==> config.mk <==
export PLATFORM = sky130hd
export DESIGN_NAME = sync_slave_rx
export DESIGN_NICKNAME = d
export VERILOG_FILES = /design/src/rtl/sync_rx_pkg.sv /design/src/rtl/sync_rx_edge.sv /design/src/rtl/sync_rx_shift.sv /design/src/rtl/sync_rx_fifo.sv /design/src/rtl/sync_slave_rx.sv
export SDC_FILE = /design/constraint.sdc
export NUM_CORES = 1
export LEC_CHECK = 0
export CAP_MARGIN = 20
export CORE_ASPECT_RATIO = 0.5
export CORE_MARGIN = 4
export CORE_UTILIZATION = 45
export CTS_CLUSTER_SIZE = 30
export DETAILED_ROUTE_END_ITERATION = 10
export PLACE_DENSITY = 0.77
export SLEW_MARGIN = 20
export SYNTH_ARGS = -nofsm -noshare
export SYNTH_HDL_FRONTEND = slang
export SYNTH_SLANG_ARGS = --single-unit
==> constraint.sdc <==
create_clock -name clk -period 3.35 [get_ports clk]
set_input_delay 0.5025 -clock clk [delete_from_list [all_inputs] [get_ports clk]]
set_output_delay 0.5025 -clock clk [all_outputs]
set_load 0.01 [all_outputs]
==> src/rtl/sync_rx_pkg.sv <==
package sync_rx_pkg;

  typedef enum logic [1:0] {
    RX_OFF   = 2'd0,
    RX_SHIFT = 2'd1,
    RX_STALL = 2'd2
  } rx_mode_e;

  // Index of the last sample of a word for the chosen framing.
  function automatic int unsigned last_bit_idx(input logic nine, input int unsigned data_w);
    return nine ? data_w : data_w - 1;
  endfunction

  // Pointer advance with wrap at an arbitrary depth.
  function automatic int unsigned wrap_inc(input int unsigned p, input int unsigned depth);
    return (p + 1 == depth) ? 0 : p + 1;
  endfunction

endpackage

==> src/rtl/sync_rx_edge.sv <==
module sync_rx_edge #(
  parameter int unsigned SYNC_STAGES = 2
) (
  input  logic clk,
  input  logic rst_n,
  input  logic ext_clk_i,
  input  logic ext_dat_i,
  output logic rise_o,
  output logic dat_o
);
  localparam int unsigned LAST = SYNC_STAGES - 1;

  logic [1:0] stg_q [SYNC_STAGES];
  logic       prev_q;

  for (genvar g = 0; g < SYNC_STAGES; g++) begin : g_stage
    if (g == 0) begin : g_first
      always_ff @(posedge clk or negedge rst_n) begin
        if (!rst_n) stg_q[g] <= '0;
        else        stg_q[g] <= {ext_dat_i, ext_clk_i};
      end
    end else begin : g_next
      always_ff @(posedge clk or negedge rst_n) begin
        if (!rst_n) stg_q[g] <= '0;
        else        stg_q[g] <= stg_q[g-1];
      end
    end
  end

  always_ff @(posedge clk or negedge rst_n) begin
    if (!rst_n) prev_q <= 1'b0;
    else        prev_q <= stg_q[LAST][0];
  end

  assign rise_o = stg_q[LAST][0] & ~prev_q;
  assign dat_o  = stg_q[LAST][1];

  // a detected edge lasts one system cycle
  p_rise_pulse_r3: assert property (@(posedge clk) disable iff (!rst_n)
    rise_o |=> !rise_o);

endmodule

==> src/rtl/sync_rx_shift.sv <==
module sync_rx_shift
  import sync_rx_pkg::*;
#(
  parameter int unsigned DATA_W = 8,
  parameter int unsigned CNT_W  = $clog2(DATA_W + 1)
) (
  input  logic              clk,
  input  logic              rst_n,
  input  logic              rx_on_i,
  input  logic              nine_i,
  input  logic              rise_i,
  input  logic              bit_i,
  output logic              word_done_o,
  output logic [DATA_W:0]   word_o
);
  localparam logic [CNT_W-1:0] LAST9 = CNT_W'(last_bit_idx(1'b1, DATA_W));
  localparam logic [CNT_W-1:0] LAST8 = CNT_W'(last_bit_idx(1'b0, DATA_W));

  logic [DATA_W:0]  part_q;
  logic [CNT_W-1:0] cnt_q;
  logic [CNT_W-1:0] last_idx;

  assign last_idx    = nine_i ? LAST9 : LAST8;
  assign word_done_o = rx_on_i & rise_i & (cnt_q >= last_idx);

  always_comb begin
    for (int i = 0; i <= int'(DATA_W); i++) begin
      word_o[i] = (CNT_W'(i) == cnt_q) ? bit_i : part_q[i];
    end
    if (!nine_i) word_o[DATA_W] = 1'b0;
  end

  always_ff @(posedge clk or negedge rst_n) begin
    if (!rst_n) begin
      cnt_q  <= '0;
      part_q <= '0;
    end else if (!rx_on_i) begin
      cnt_q  <= '0;
      part_q <= '0;
    end else if (rise_i) begin
      if (word_done_o) begin
        cnt_q  <= '0;
        part_q <= '0;
      end else begin
        part_q[cnt_q] <= bit_i;
        cnt_q         <= cnt_q + 1'b1;
      end
    end
  end

  // the count never runs past the ninth sample
  p_cnt_bound_r4: assert property (@(posedge clk) disable iff (!rst_n)
    cnt_q <= LAST9);

  // disabling reception restarts the word
  p_idle_clear_r8: assert property (@(posedge clk) disable iff (!rst_n)
    !rx_on_i |=> (cnt_q == '0));

endmodule

==> src/rtl/sync_rx_fifo.sv <==
module sync_rx_fifo
  import sync_rx_pkg::*;
#(
  parameter int unsigned W     = 9,
  parameter int unsigned DEPTH = 2,
  parameter int unsigned PTR_W = (DEPTH > 1) ? $clog2(DEPTH) : 1,
  parameter int unsigned CNT_W = $clog2(DEPTH + 1)
) (
  input  logic             clk,
  input  logic             rst_n,
  input  logic             push_i,
  input  logic [W-1:0]     wdata_i,
  input  logic             pop_i,
  output logic [W-1:0]     rdata_o,
  output logic             empty_o,
  output logic             room_o,
  output logic [CNT_W-1:0] count_o
);
  localparam logic [CNT_W-1:0] FULL_CNT = CNT_W'(DEPTH);

  logic [W-1:0]     mem_q [DEPTH];
  logic [PTR_W-1:0] wr_q, rd_q;
  logic [CNT_W-1:0] cnt_q;
  logic             pop_ok, push_ok;

  assign empty_o = (cnt_q == '0);
  assign pop_ok  = pop_i & ~empty_o;
  assign room_o  = (cnt_q != FULL_CNT) | pop_ok;
  assign push_ok = push_i & room_o;
  assign rdata_o = mem_q[rd_q];
  assign count_o = cnt_q;

  always_ff @(posedge clk or negedge rst_n) begin
    if (!rst_n) begin
      for (int i = 0; i < int'(DEPTH); i++) mem_q[i] <= '0;
      wr_q  <= '0;
      rd_q  <= '0;
      cnt_q <= '0;
    end else begin
      if (push_ok) begin
        mem_q[wr_q] <= wdata_i;
        wr_q        <= PTR_W'(wrap_inc(32'(wr_q), DEPTH));
      end
      if (pop_ok) rd_q <= PTR_W'(wrap_inc(32'(rd_q), DEPTH));
      cnt_q <= cnt_q + CNT_W'(push_ok) - CNT_W'(pop_ok);
    end
  end

  // never more than DEPTH unread words
  p_no_overflow_r7: assert property (@(posedge clk) disable iff (!rst_n)
    cnt_q <= FULL_CNT);

  // a stored word is visible on the next cycle
  p_fill_shows_r5: assert property (@(posedge clk) disable iff (!rst_n)
    (push_ok && !pop_ok) |=> !empty_o);

endmodule

==> src/rtl/sync_slave_rx.sv <==
module sync_slave_rx
  import sync_rx_pkg::*;
#(
  parameter int unsigned DATA_W      = 8,
  parameter int unsigned SYNC_STAGES = 2,
  parameter int unsigned DEPTH       = 2
) (
  input  logic              clk,
  input  logic              rst_n,
  input  logic              ext_clk_i,
  input  logic              ext_dat_i,
  input  logic              port_en_i,
  input  logic              sync_mode_i,
  input  logic              clk_master_i,
  input  logic              cont_en_i,
  input  logic              single_en_i,
  input  logic              nine_bit_i,
  input  logic              irq_en_i,
  input  logic              rd_i,
  output logic [DATA_W-1:0] rd_data_o,
  output logic              bit9_o,
  output logic              frame_err_o,
  output logic              overrun_o,
  output logic              rx_done_o,
  output logic              irq_o
);
  localparam int unsigned WORD_W = DATA_W + 1;
  localparam int unsigned CNT_W  = $clog2(DEPTH + 1);

  rx_mode_e          mode;
  logic              rx_on;
  logic              rise, sbit;
  logic              word_done;
  logic [WORD_W-1:0] word, head;
  logic              empty, room, push;
  logic [CNT_W-1:0]  fifo_cnt;
  logic              overrun_q;
  logic              unused_single;

  assign unused_single = single_en_i;

  always_comb begin
    if (!(port_en_i && sync_mode_i && !clk_master_i && cont_en_i)) mode = RX_OFF;
    else if (overrun_q)                                            mode = RX_STALL;
    else                                                           mode = RX_SHIFT;
  end
  assign rx_on = (mode != RX_OFF);

  sync_rx_edge #(.SYNC_STAGES(SYNC_STAGES)) u_edge (
    .clk       (clk),
    .rst_n     (rst_n),
    .ext_clk_i (ext_clk_i),
    .ext_dat_i (ext_dat_i),
    .rise_o    (rise),
    .dat_o     (sbit)
  );

  sync_rx_shift #(.DATA_W(DATA_W)) u_shift (
    .clk         (clk),
    .rst_n       (rst_n),
    .rx_on_i     (rx_on),
    .nine_i      (nine_bit_i),
    .rise_i      (rise),
    .bit_i       (sbit),
    .word_done_o (word_done),
    .word_o      (word)
  );

  assign push = word_done & (mode == RX_SHIFT);

  sync_rx_fifo #(.W(WORD_W), .DEPTH(DEPTH)) u_fifo (
    .clk     (clk),
    .rst_n   (rst_n),
    .push_i  (push),
    .wdata_i (word),
    .pop_i   (rd_i),
    .rdata_o (head),
    .empty_o (empty),
    .room_o  (room),
    .count_o (fifo_cnt)
  );

  always_ff @(posedge clk or negedge rst_n) begin
    if (!rst_n)                         overrun_q <= 1'b0;
    else if (!rx_on)                    overrun_q <= 1'b0;
    else if (word_done && !room)        overrun_q <= 1'b1;
  end

  assign rx_done_o   = ~empty;
  assign rd_data_o   = empty ? '0 : head[DATA_W-1:0];
  assign bit9_o      = empty ? 1'b0 : head[DATA_W];
  assign overrun_o   = overrun_q;
  assign frame_err_o = 1'b0;
  assign irq_o       = irq_en_i & rx_done_o;

  // words finishing during an overrun never enter the queue
  p_stall_drop_r7: assert property (@(posedge clk) disable iff (!rst_n)
    (word_done && overrun_q && !rd_i) |=> (fifo_cnt == $past(fifo_cnt)));

  // dropping the continuous enable clears the error
  p_err_clear_r8: assert property (@(posedge clk) disable iff (!rst_n)
    !cont_en_i |=> !overrun_o);

  // nothing is stored while the port is not a receiving slave
  p_off_no_fill_r1: assert property (@(posedge clk) disable iff (!rst_n)
    (!port_en_i && !rd_i) |=> (fifo_cnt <= $past(fifo_cnt)));

endmodule

==> summary.txt, run 1 <==
Clock tree
  – Setup Buffers After CTS: 0
  – Htree depth: 2
  – Clk root buf: clkbuf_8
  – Hold buffers post-CTS: 0
  – Clock slew seen by the registers of the worst setup and hold paths: 0.08 ns
  – CTS max path bufs: 2
  – Num CTS Buffers: 5
  – CTS tree: built
  – PostCTS Resize Cnt: 0
  – Clock latency on the worst-skew pair: 0.29 ns
  – Clk sink count: 41

Critical path
  – Startpoint type of the worst setup path: input pin
  – Setup CP Type: input pin to flip-flop
  – Critical Path RT: 3.57 ns
  – Worst path arrival time: 2.84 ns
  – Worst r2r path cells: 5
  – Crit end category: flip-flop
  – Worst-path fanout max: 4

Cells and area
  – Reg area: 1030 µm²
  – Fillers: 380
  – Fraction of layout cells with a size suffix above 1: 0.180
  – Multi-input gate area: 1030 µm²
  – Antenna Cells: 0
  – Layout area overhead: 17.2%
  – Finished Core Util: 0.556
  – Nets: 232

Logic synthesis
  – Syn Nets: 208
  – Synth unique cells: 41
  – Sequential share of the synthesized area: 0.484
  – Most frequent cells after synthesis: 41 x dfrtp_1, 18 x mux2_2, 14 x o21ai_0, 13 x nor2_1
  – Largest area contributor in the synthesized netlist: dfrtp_1
  – Asr flop ratio synth: 1.00
  – Synth Register Bits: 41
  – Post-synth EDFFs: 0
  – Synthesized area per cell: 11.4 µm²
  – Synth Cell Area: 2120 µm²
  – Leading post-synthesis cells by cell area: dfrtp_1 48%, mux2_2 9.6%, ha_1 5.9%
  – Synth warn: 0
  – Synth top area share: 0.484
  – Mapped Cells: 186
  – Count leader, synth: dfrtp_1
  – Top_reg_cell synth: dfrtp_1

Power and ir drop
  – Pleak: 1.15 nW
  – Peak supply drop: 166 µV
  – Power density over cell area: 431 nW/µm²

Route
  – Starting DRT DRC Count: 56
  – Highest Signal Layer: met4
  – Met3 WL: 182 µm
  – Post-DRT Antenna Nets: 0
  – DR WL met2: 1820 µm
  – Vias: 1457
  – Via density: 5.44
  – Drt total wl: 4040 µm
  – Remaining DRCs: 0
  – Router iterations before antenna repair: 4
  – Wl on met1: 1980 µm
  – Routed length per placed instance: 15.1 µm

Global route
  – Vias in the first global route: 1432
  – Antenna violations before repair: 0
  – First-pass GRT wire length: 6870 µm
  – Maximum number of pins on one net before global-route repair: 42
  – Grt ovf: 0
  – GRT Util Overall: 0.145

Floorplan
  – Die Width: 105 µm
  – # IOs: 25
  – Initial Util: 0.475
  – Die area: 5940 µm²
  – Core footprint: 4470 µm²
  – Die Span Y: 56.5 µm
  – Core Rows: 17

STA
  – Endpoints failing hold: 0
  – Final Skew: 0.00366 ns
  – Fmax: 0.382 GHz
  – Final setup violation count: 0
  – Min Tclk post-route: 2.62 ns
  – Unrepaired setup endpoints after global routing: no
  – Slew at the pin with the worst max-slew slack: 0.891 ns
  – Fin crit share: 0.782
  – Slew margin rel.: 0.406
  – Pins Over Slew Limit: 0
  – Setup total negative slack: 0 ns

Placed design
  – Post-DP HPWL: 2930 µm
  – RePlAce Congestion: 0.852
  – Port Buffer Count: 22

Flow run
  – Max_cap viols: 0

Hold path
  – Hold Path Class: input pin to async pin

Run status
  – Status: completed
==> final cells by class <==
| cell class | instances | share of cell area |
|---|---|---|
| Sequential cell | 41 | 0.413 |
| Timing Repair Buffer | 24 | 0.0926 |
| Clock inverter | 2 | 0.00554 |
| Multi-Input combinational cell | 129 | 0.413 |
| Clock buffer | 6 | 0.0332 |
| Tap cell | 57 | 0.0287 |
| Inverter | 9 | 0.0136 |
==> stage by stage <==
| stage | hold WS, ns | area [µm²] | power (mW) | cells | setup slack, ns |
|---|---|---|---|---|---|
| 3_5_place_dp | 0.337 | 2390 | 0.745 | 260 | 0.411 |
| 6_report | 0.331 | 2480 | 1.07 | 268 | 0.730 |
| 3_3_place_gp | 0.335 | 2390 | 0.736 | 260 | 0.519 |
| 4_1_cts | 0.355 | 2480 | 1.08 | 268 | 0.731 |
| 5_1_grt | 0.365 | 2480 | 1.12 | 268 | 0.577 |
| 2_1_floorplan | 0.207 | 2120 | 0.677 | 186 | 1.21 |
==> sequential cells by signal (all words and copies together), names as in the netlist <==
register / count
u_edge.stg_q: 3
u_fifo.rd_q: 1
u_shift.part_q: 9
u_shift.cnt_q: 4
u_fifo.wr_q: 1
u_fifo.mem_q: 18
u_edge.dat_o: 1
u_fifo.count_o: 2
u_edge.prev_q: 1
overrun_o: 1
==> final timing paths <==
path                             startpoint                end  slack [ns]
max                              nine_bit_i  u_fifo.count_o[1]        0.73
min                                   rst_n    u_edge.stg_q[2]        0.33
max reg2reg                u_shift.cnt_q[2]    u_fifo.mem_q[8]        0.97
min reg2reg                 u_edge.stg_q[3]       u_edge.dat_o        0.35
max in group asynchronous             rst_n  u_shift.part_q[0]        2.47
min in group clk            u_edge.stg_q[3]       u_edge.dat_o        0.35
==> critical path, stage by stage <==
cell	delay [ns]
clkdlybuf4s50_1	0.52
inv_1	0.09
ha_1	0.30
nor3b_1	0.33
o21ai_0	0.29
and3_1	0.28
ha_1	0.21
xnor2_1	0.17
xnor2_1	0.14
==> cell families after synthesis <==
logic type / share of synthesized area
other: 0.00177
multiplexers: 0.143
XOR/XNOR: 0.0165
AND/OR/NAND/NOR: 0.141
AO/OA/AOI/OAI: 0.123
buffers and inverters: 0.0319
flip-flops: 0.484
adder cells (fa/ha/maj): 0.0590
==> cell usage in the layout (no fill, tap or decap), types with 5 or more instances in the layout <==
cell | netlist | layout
nand2_1 | 10 | 10
nor2_1 | 13 | 13
mux2i_1 | 10 | 10
dfrtp_1 | 41 | 41
clkdlybuf4s50_1 | 0 | 21
inv_1 | 9 | 9
nand3b_1 | 5 | 5
mux2_2 | 18 | 18
o21ai_0 | 14 | 14
clkbuf_8 | 0 | 6
ha_1 | 10 | 10
==> power breakdown <==
group	total [mW]	switching (mW)	internal, mW
clock	0.341	0.174	0.167
combinational	0.167	0.0813	0.0853
sequential	0.563	0.0440	0.519
total	1.07	0.300	0.771
==> routing by layer <==
layer  vias up  global-route usage
met1       709               0.195
met4         0              0.0393
met5         -                   0
met3         5              0.0299
li1        713                   -
met2        30               0.241
Note: power is estimated with default switching activity, not from simulation.
==> inputs of run 2 (changes only) <==
--- a/config.mk
+++ b/config.mk
@@ -11,7 +11,7 @@
 export CORE_UTILIZATION = 45
 export CTS_CLUSTER_SIZE = 30
 export DETAILED_ROUTE_END_ITERATION = 10
-export PLACE_DENSITY = 0.77
+export PLACE_DENSITY = 0.8
 export SLEW_MARGIN = 20
 export SYNTH_ARGS = -nofsm -noshare
 export SYNTH_HDL_FRONTEND = slang
==> constraint.sdc (replaced) <==
create_clock -name clk -period 2.3 [get_ports clk]
set_input_delay 0.345 -clock clk [delete_from_list [all_inputs] [get_ports clk]]
set_output_delay 0.345 -clock clk [all_outputs]
set_load 0.01 [all_outputs]
==> run 2 against run 1 <==
Effect of this change:
- non-clock buffer count up 14
- critical path depth down 6
- critical endpoint is now bit9_o
- flip-flop and latch count unchanged
- sequential power grew 46%
- setup slack worse by 0.61 ns
- first-iteration DRC count increased to 2.9 times the previous value
- cell count rose by 5.2%
- routed wire length grew 11%
- utilization up 2.9 points
- count of clock-buffer cells in the layout down 1
- worst hold slack got worse by 0.17 ns
- largest cell class unchanged
- global-route usage is 1.9 points higher
==> summary.txt, run 2 (synthesis results as in run 1) <==
STA
  – Endpoints failing hold: 0 (unchanged)
  – Final Skew: 0.00642 ns (was 0.00366 ns)
  – Setup total negative slack: 0 ns (unchanged)
  – Min Tclk post-route: 2.18 ns
  – Setup ws final: 0.115 ns (was 0.730 ns)
  – Slew margin rel.: 0.404 (was 0.406)
  – Final setup violation count: 0 (unchanged)
  – Fin crit share: 0.950
  – Unrepaired setup endpoints after global routing: no (unchanged)
  – WHS: 0.161 ns (was 0.331 ns)
  – Slew at the pin with the worst max-slew slack: 0.893 ns (was 0.891 ns)
  – Pins Over Slew Limit: 0 (unchanged)
  – Fmax: 0.458 GHz

Power and ir drop
  – Power density over cell area: 646 nW/µm² (was 431 nW/µm²)
  – Peak supply drop: 340 µV (was 166 µV)
  – Pwr Total: 1.69 mW (was 1.07 mW)
  – Pleak: 1.23 nW (was 1.15 nW)

Critical path
  – Critical-path cell list: mux2i_1 > nor2_1 > clkdlybuf4s50_1 (was clkdlybuf4s50_1 > inv_1 > ha_1 > nor3b_1 > o21ai_0 > and3_1 > ha_1 > xnor2_1 > xnor2_1)
  – CP max-delay cell: dfrtp_1 (was clkdlybuf4s50_1)
  – Crit end category: primary output (was flip-flop)
  – Worst path arrival time: 1.84 ns (was 2.84 ns)
  – Largest stage delay on the critical path: 0.70 ns (was 0.52 ns)
  – Critical Path RT: 1.96 ns (was 3.57 ns)
  – Setup CP Type: flip-flop to primary output (was input pin to flip-flop)
  – Startpoint type of the worst setup path: flip-flop (was input pin)
  – Worst-path fanout max: 10 (was 4)

Cells and area
  – Nets: 246 (was 232)
  – Fraction of layout cells with a size suffix above 1: 0.236 (was 0.180)
  – Commonest non-fill, non-tap cell in the layout: dfrtp_1 (unchanged)
  – Register with the most flip-flops: u_fifo.mem_q (unchanged)
  – Layout area overhead: 23.2% (was 17.2%)
  – Commonest non-fill, non-tap cells in the layout: 41 x dfrtp_1, 21 x clkdlybuf4s50_1, 18 x mux2_2, 16 x buf_4, 13 x nor2_1 (was 41 x dfrtp_1, 21 x clkdlybuf4s50_1, 18 x mux2_2, 14 x o21ai_0, 13 x nor2_1)
  – Finished Core Util: 0.585 (was 0.556)
  – Regs by FF count: u_fifo.mem_q: 18 flops, u_shift.part_q: 9 flops, u_shift.cnt_q: 4 flops (unchanged)
  – Design Area, Final: 2610 µm² (was 2480 µm²)
  – Fillers: 363 (was 380)
  – Fin cells: 282 (was 268)
  – Antenna Cells: 0 (unchanged)
  – Max reg flops: 18 (unchanged)

Route
  – Vias: 1573 (was 1457)
  – Router iterations before antenna repair: 4 (unchanged)
  – Routed length per placed instance: 15.9 µm (was 15.1 µm)
  – Post-DRT Antenna Nets: 0 (unchanged)
  – Starting DRT DRC Count: 163 (was 56)
  – Drt total wl: 4480 µm (was 4040 µm)
  – Via density: 5.58 (was 5.44)
  – Remaining DRCs: 0 (unchanged)

Global route
  – GRT met1 Usage: 0.207 (was 0.195)
  – GR Util met2: 0.273 (was 0.241)
  – First-pass GRT wire length: 7610 µm (was 6870 µm)
  – Maximum number of pins on one net before global-route repair: 42 (unchanged)
  – Vias in the first global route: 1606 (was 1432)
  – GRT Util Overall: 0.164 (was 0.145)
  – Antenna violations before repair: 0 (unchanged)
  – Grt ovf: 0 (unchanged)
  – Met3 Usage GRT: 0.0379 (was 0.0299)
  – Busiest grt layer: met2 (unchanged)

Clock tree
  – CTS max path bufs: 2 (unchanged)
  – Clock latency on the worst-skew pair: 0.30 ns (was 0.29 ns)
  – Clock slew seen by the registers of the worst setup and hold paths: 0.08 ns (about the same)
  – Clk sink count: 41 (unchanged)
  – Num CTS Buffers: 5 (unchanged)
  – Clk root buf: clkbuf_8 (unchanged)
  – CTS tree: built (unchanged)
  – Htree depth: 2 (unchanged)

Floorplan
  – # IOs: 25 (unchanged)
  – Die Span Y: 56.5 µm (unchanged)
  – Initial Util: 0.475 (unchanged)
  – Core footprint: 4470 µm² (unchanged)
  – Die area: 5940 µm² (unchanged)
  – Die Width: 105 µm (unchanged)
  – Core Rows: 17 (unchanged)

Placed design
  – Post-DP Area: 2490 µm² (was 2390 µm²)
  – Post-DP HPWL: 3220 µm (was 2930 µm)
  – Cell count after placement: 273 (was 260)
  – Port Buffer Count: 22 (unchanged)
  – RePlAce Congestion: 0.789 (was 0.852)
  – Post-Place Setup Slack: -0.309 ns (was 0.411 ns)

Flow run
  – Max_cap viols: 0 (unchanged)

Run status
  – Status: completed (unchanged)

Hold path
  – Hold Path Class: input pin to async pin (unchanged)
[run 2: changes by cell type in the layout (fill, tap and decap cells not counted), sizes merged]
cell      previous run  this run
clkinv               2         1
clkinvlp             0         1
buf                  3        17
bufinv               0         1
clkbuf               6         5
[run 2: final cells by class]
| type | instances | area, µm² | area share |
|---|---|---|---|
| tap | 57 | 71.3 | 0.0273 |
| multi-input combinational | 129 | 1030 | 0.395 |
| inverter | 9 | 33.8 | 0.0129 |
| timing repair buffer | 38 | 335 | 0.128 |
| clock buffer | 5 | 68.8 | 0.0263 |
| sequential | 41 | 1030 | 0.393 |
| clock inverter | 3 | 46.3 | 0.0177 |
[run 2: path summary, 6_finish.rpt]
path | from | endpoint | slack, ns | cells past startpoint
min in group clk | u_edge.stg_q[2] | u_edge.stg_q[0] | 0.36 | 0
max reg2reg | u_shift.cnt_q[1] | u_fifo.mem_q[9] | 0.24 | 6
min | rst_n | u_edge.stg_q[3] | 0.16 | 1
max | u_fifo.rd_q | bit9_o | 0.12 | 3
min reg2reg | u_edge.stg_q[2] | u_edge.stg_q[0] | 0.36 | 0
max in group asynchronous | rst_n | u_shift.part_q[5] | 1.58 | 1
[run 2: critical path, delay by kind of cell, from the launching register on]
kind                   cells  cell delay, ns
DFF                        1            0.70
buffers and inverters      1            0.54
muxes                      1            0.17
and+or+nand+nor            1            0.13
[run 2: metal layers]
metal | wire length [µm] | part of all wire | up-vias
li1 | - | - | 737
met1 | 2060 | 0.46 | 772
met2 | 2100 | 0.47 | 48
met3 | 207 | 0.046 | 16
met4 | 120 | 0.027 | 0
met5 | 0 | 0 | -
[run 2: power by group]
part	internal, mW	switching, mW
registers	0.755	0.0647
logic	0.143	0.128
clock network	0.325	0.274
[run 2: what timing repair did]
| item | 4_1_cts | 5_1_grt |
|---|---|---|
| gates cloned | 0 | 0 |
| setup endpoints to repair | 4 | 10 |
| setup buffers | 0 | 1 |
| pin swaps | 0 | 1 |
| hold buffers | 0 | 0 |
| gates resized for setup | 1 | 2 |
==> inputs of run 3 (changes only) <==
--- a/config.mk
+++ b/config.mk
@@ -12,6 +12,7 @@
 export CTS_CLUSTER_SIZE = 30
 export DETAILED_ROUTE_END_ITERATION = 10
 export PLACE_DENSITY = 0.8
+export SKIP_LAST_GASP = 1
 export SLEW_MARGIN = 20
 export SYNTH_ARGS = -nofsm -noshare
 export SYNTH_HDL_FRONTEND = slang
==> run 3 against run 2 <==
Effect of this change:
- setup slack about the same
- first-iteration DRC count did not move
- clock skew grew 0.0019 ns
- utilization is the same
- critical endpoint unchanged
- largest power group unchanged
==> summary.txt, run 3 (synthesis results as in run 1) <==
Run status
  – Status: completed (unchanged)

Cells and area
  – Commonest non-fill, non-tap cells in the layout: 41 x dfrtp_1, 21 x clkdlybuf4s50_1, 18 x mux2_2, 16 x buf_4 (was 41 x dfrtp_1, 21 x clkdlybuf4s50_1, 18 x mux2_2, 16 x buf_4, 13 x nor2_1)
  – Regs by FF count: u_fifo.mem_q: 18 flops, u_shift.part_q: 9 flops, u_shift.cnt_q: 4 flops (unchanged)
  – Layout area overhead: 23.2% (unchanged)
  – Nets: 246 (unchanged)
  – Fraction of layout cells with a size suffix above 1: 0.236 (unchanged)
  – Max reg flops: 18 (unchanged)
  – Design Area, Final: 2610 µm² (unchanged)
  – Register with the most flip-flops: u_fifo.mem_q (unchanged)
  – Antenna Cells: 0 (unchanged)
  – Commonest non-fill, non-tap cell in the layout: dfrtp_1 (unchanged)

Critical path
  – Startpoint type of the worst setup path: flip-flop (unchanged)
  – CP max-delay cell: dfrtp_1 (unchanged)
  – CP delay by family, top: flip-flops (unchanged)
  – Largest stage delay on the critical path: 0.70 ns (about the same)
  – Critical Path RT: 1.96 ns (about the same)
  – CP Buf/Inv Count: 1 (unchanged)
  – Worst path arrival time: 1.84 ns (about the same)
  – Worst-path fanout max: 10 (unchanged)
  – Crit end category: primary output (unchanged)
  – Setup CP Type: flip-flop to primary output (unchanged)
  – Critical-path cell list: mux2i_1 > nor2_1 > clkdlybuf4s50_1 (unchanged)

Route
  – Remaining DRCs: 0 (unchanged)
  – Via density: 5.55 (was 5.58)
  – Drt total wl: 4510 µm (was 4480 µm)
  – Router iterations before antenna repair: 4 (unchanged)
  – Vias: 1564 (was 1573)
  – Routed length per placed instance: 16.0 µm (was 15.9 µm)
  – Starting DRT DRC Count: 163 (unchanged)
  – Post-DRT Antenna Nets: 0 (unchanged)

STA
  – Final Skew: 0.00837 ns (was 0.00642 ns)
  – Slew margin rel.: 0.405 (was 0.404)
  – Final setup violation count: 0 (unchanged)
  – Fmax: 0.458 GHz (about the same)
  – WHS: 0.161 ns (about the same)
  – Fin crit share: 0.950 (about the same)
  – Min Tclk post-route: 2.18 ns (about the same)
  – Pins Over Slew Limit: 0 (unchanged)
  – Unrepaired setup endpoints after global routing: yes (was no)
  – Slew at the pin with the worst max-slew slack: 0.892 ns (was 0.893 ns)
  – Setup total negative slack: 0 ns (unchanged)
  – Endpoints failing hold: 0 (unchanged)

Floorplan
  – Die area: 5940 µm² (unchanged)
  – # IOs: 25 (unchanged)
  – Initial Util: 0.475 (unchanged)
  – Core footprint: 4470 µm² (unchanged)
  – Die Width: 105 µm (unchanged)
  – Die Span Y: 56.5 µm (unchanged)
  – Core Rows: 17 (unchanged)

Placed design
  – Port Buffer Count: 22 (unchanged)
  – Post-DP Area: 2490 µm² (unchanged)
  – RePlAce Congestion: 0.789 (unchanged)
  – Post-DP HPWL: 3220 µm (unchanged)

Global route
  – GRT Util Overall: 0.164 (unchanged)
  – Antenna violations before repair: 0 (unchanged)
  – Vias in the first global route: 1606 (unchanged)
  – First-pass GRT wire length: 7610 µm (unchanged)
  – Maximum number of pins on one net before global-route repair: 42 (unchanged)
  – Grt ovf: 0 (unchanged)

Hold path
  – Hold Path Class: input pin to async pin (unchanged)

Clock tree
  – Htree depth: 2 (unchanged)
  – CTS max path bufs: 2 (unchanged)
  – CTS tree: built (unchanged)
  – Clk sink count: 41 (unchanged)
  – Hold buffers post-CTS: 0 (unchanged)
  – Clock slew seen by the registers of the worst setup and hold paths: 0.08 ns (about the same)
  – Clk root buf: clkbuf_8 (unchanged)
  – Clock latency on the worst-skew pair: 0.31 ns (was 0.30 ns)
  – Num CTS Buffers: 5 (unchanged)

Power and ir drop
  – Pleak: 1.23 nW (about the same)
  – Power density over cell area: 646 nW/µm² (about the same)
  – Peak supply drop: 340 µV (about the same)

Flow run
  – Max_cap viols: 0 (unchanged)
run 3: area by class of cell:
class,instances,area (µm²)
inverter,9,33.8
fill,363,1850
clock buffer,5,68.8
tap,57,71.3
timing repair buffer,38,335
sequential,41,1030
multi-input combinational,129,1030
clock inverter,3,46.3
run 3: path summary, 6_finish.rpt:
kind                                   from           endpoint  slack [ns]  cells past startpoint
min reg2reg                 u_edge.stg_q[2]    u_edge.stg_q[0]        0.36                      0
max reg2reg                u_shift.cnt_q[1]    u_fifo.mem_q[9]        0.24                      6
max in group asynchronous             rst_n  u_shift.part_q[5]        1.58                      1
min in group clk            u_edge.stg_q[2]    u_edge.stg_q[0]        0.36                      0
min                                   rst_n      u_edge.prev_q        0.16                      1
max                             u_fifo.rd_q             bit9_o        0.12                      3
run 3: report_power, final:
part	total, mW	internal [mW]	switching, mW
clock	0.598	0.325	0.273
combinational	0.271	0.143	0.128
sequential	0.820	0.755	0.0647
run 3: what timing repair did:
item	CTS	global route
pin swaps	0	1
gates cloned	0	0
gates resized for setup	1	1
endpoints found under the setup margin	4	10
buffers inserted	0	1
run 3: per-stage QoR:
stage               std cells  power (mW)  utilization  setup slack, ns
global route              282        1.77        0.585         -0.00345
CTS                       281        1.71        0.583           0.0167
floorplan                 186       0.986            -            0.268
global placement          273        1.09        0.557           -0.210
finish                    282        1.69        0.585            0.116
detailed placement        273        1.11        0.557           -0.309
run 3: layer usage:
layer / wire [µm] / global-route usage / share of wire / up-vias
li1: - / - / - / 735
met1: 2100 / 0.207 / 0.47 / 777
met2: 2140 / 0.273 / 0.47 / 39
met3: 175 / 0.0379 / 0.039 / 13
met4: 93 / 0.0710 / 0.021 / 0
met5: 0 / 0 / 0 / -
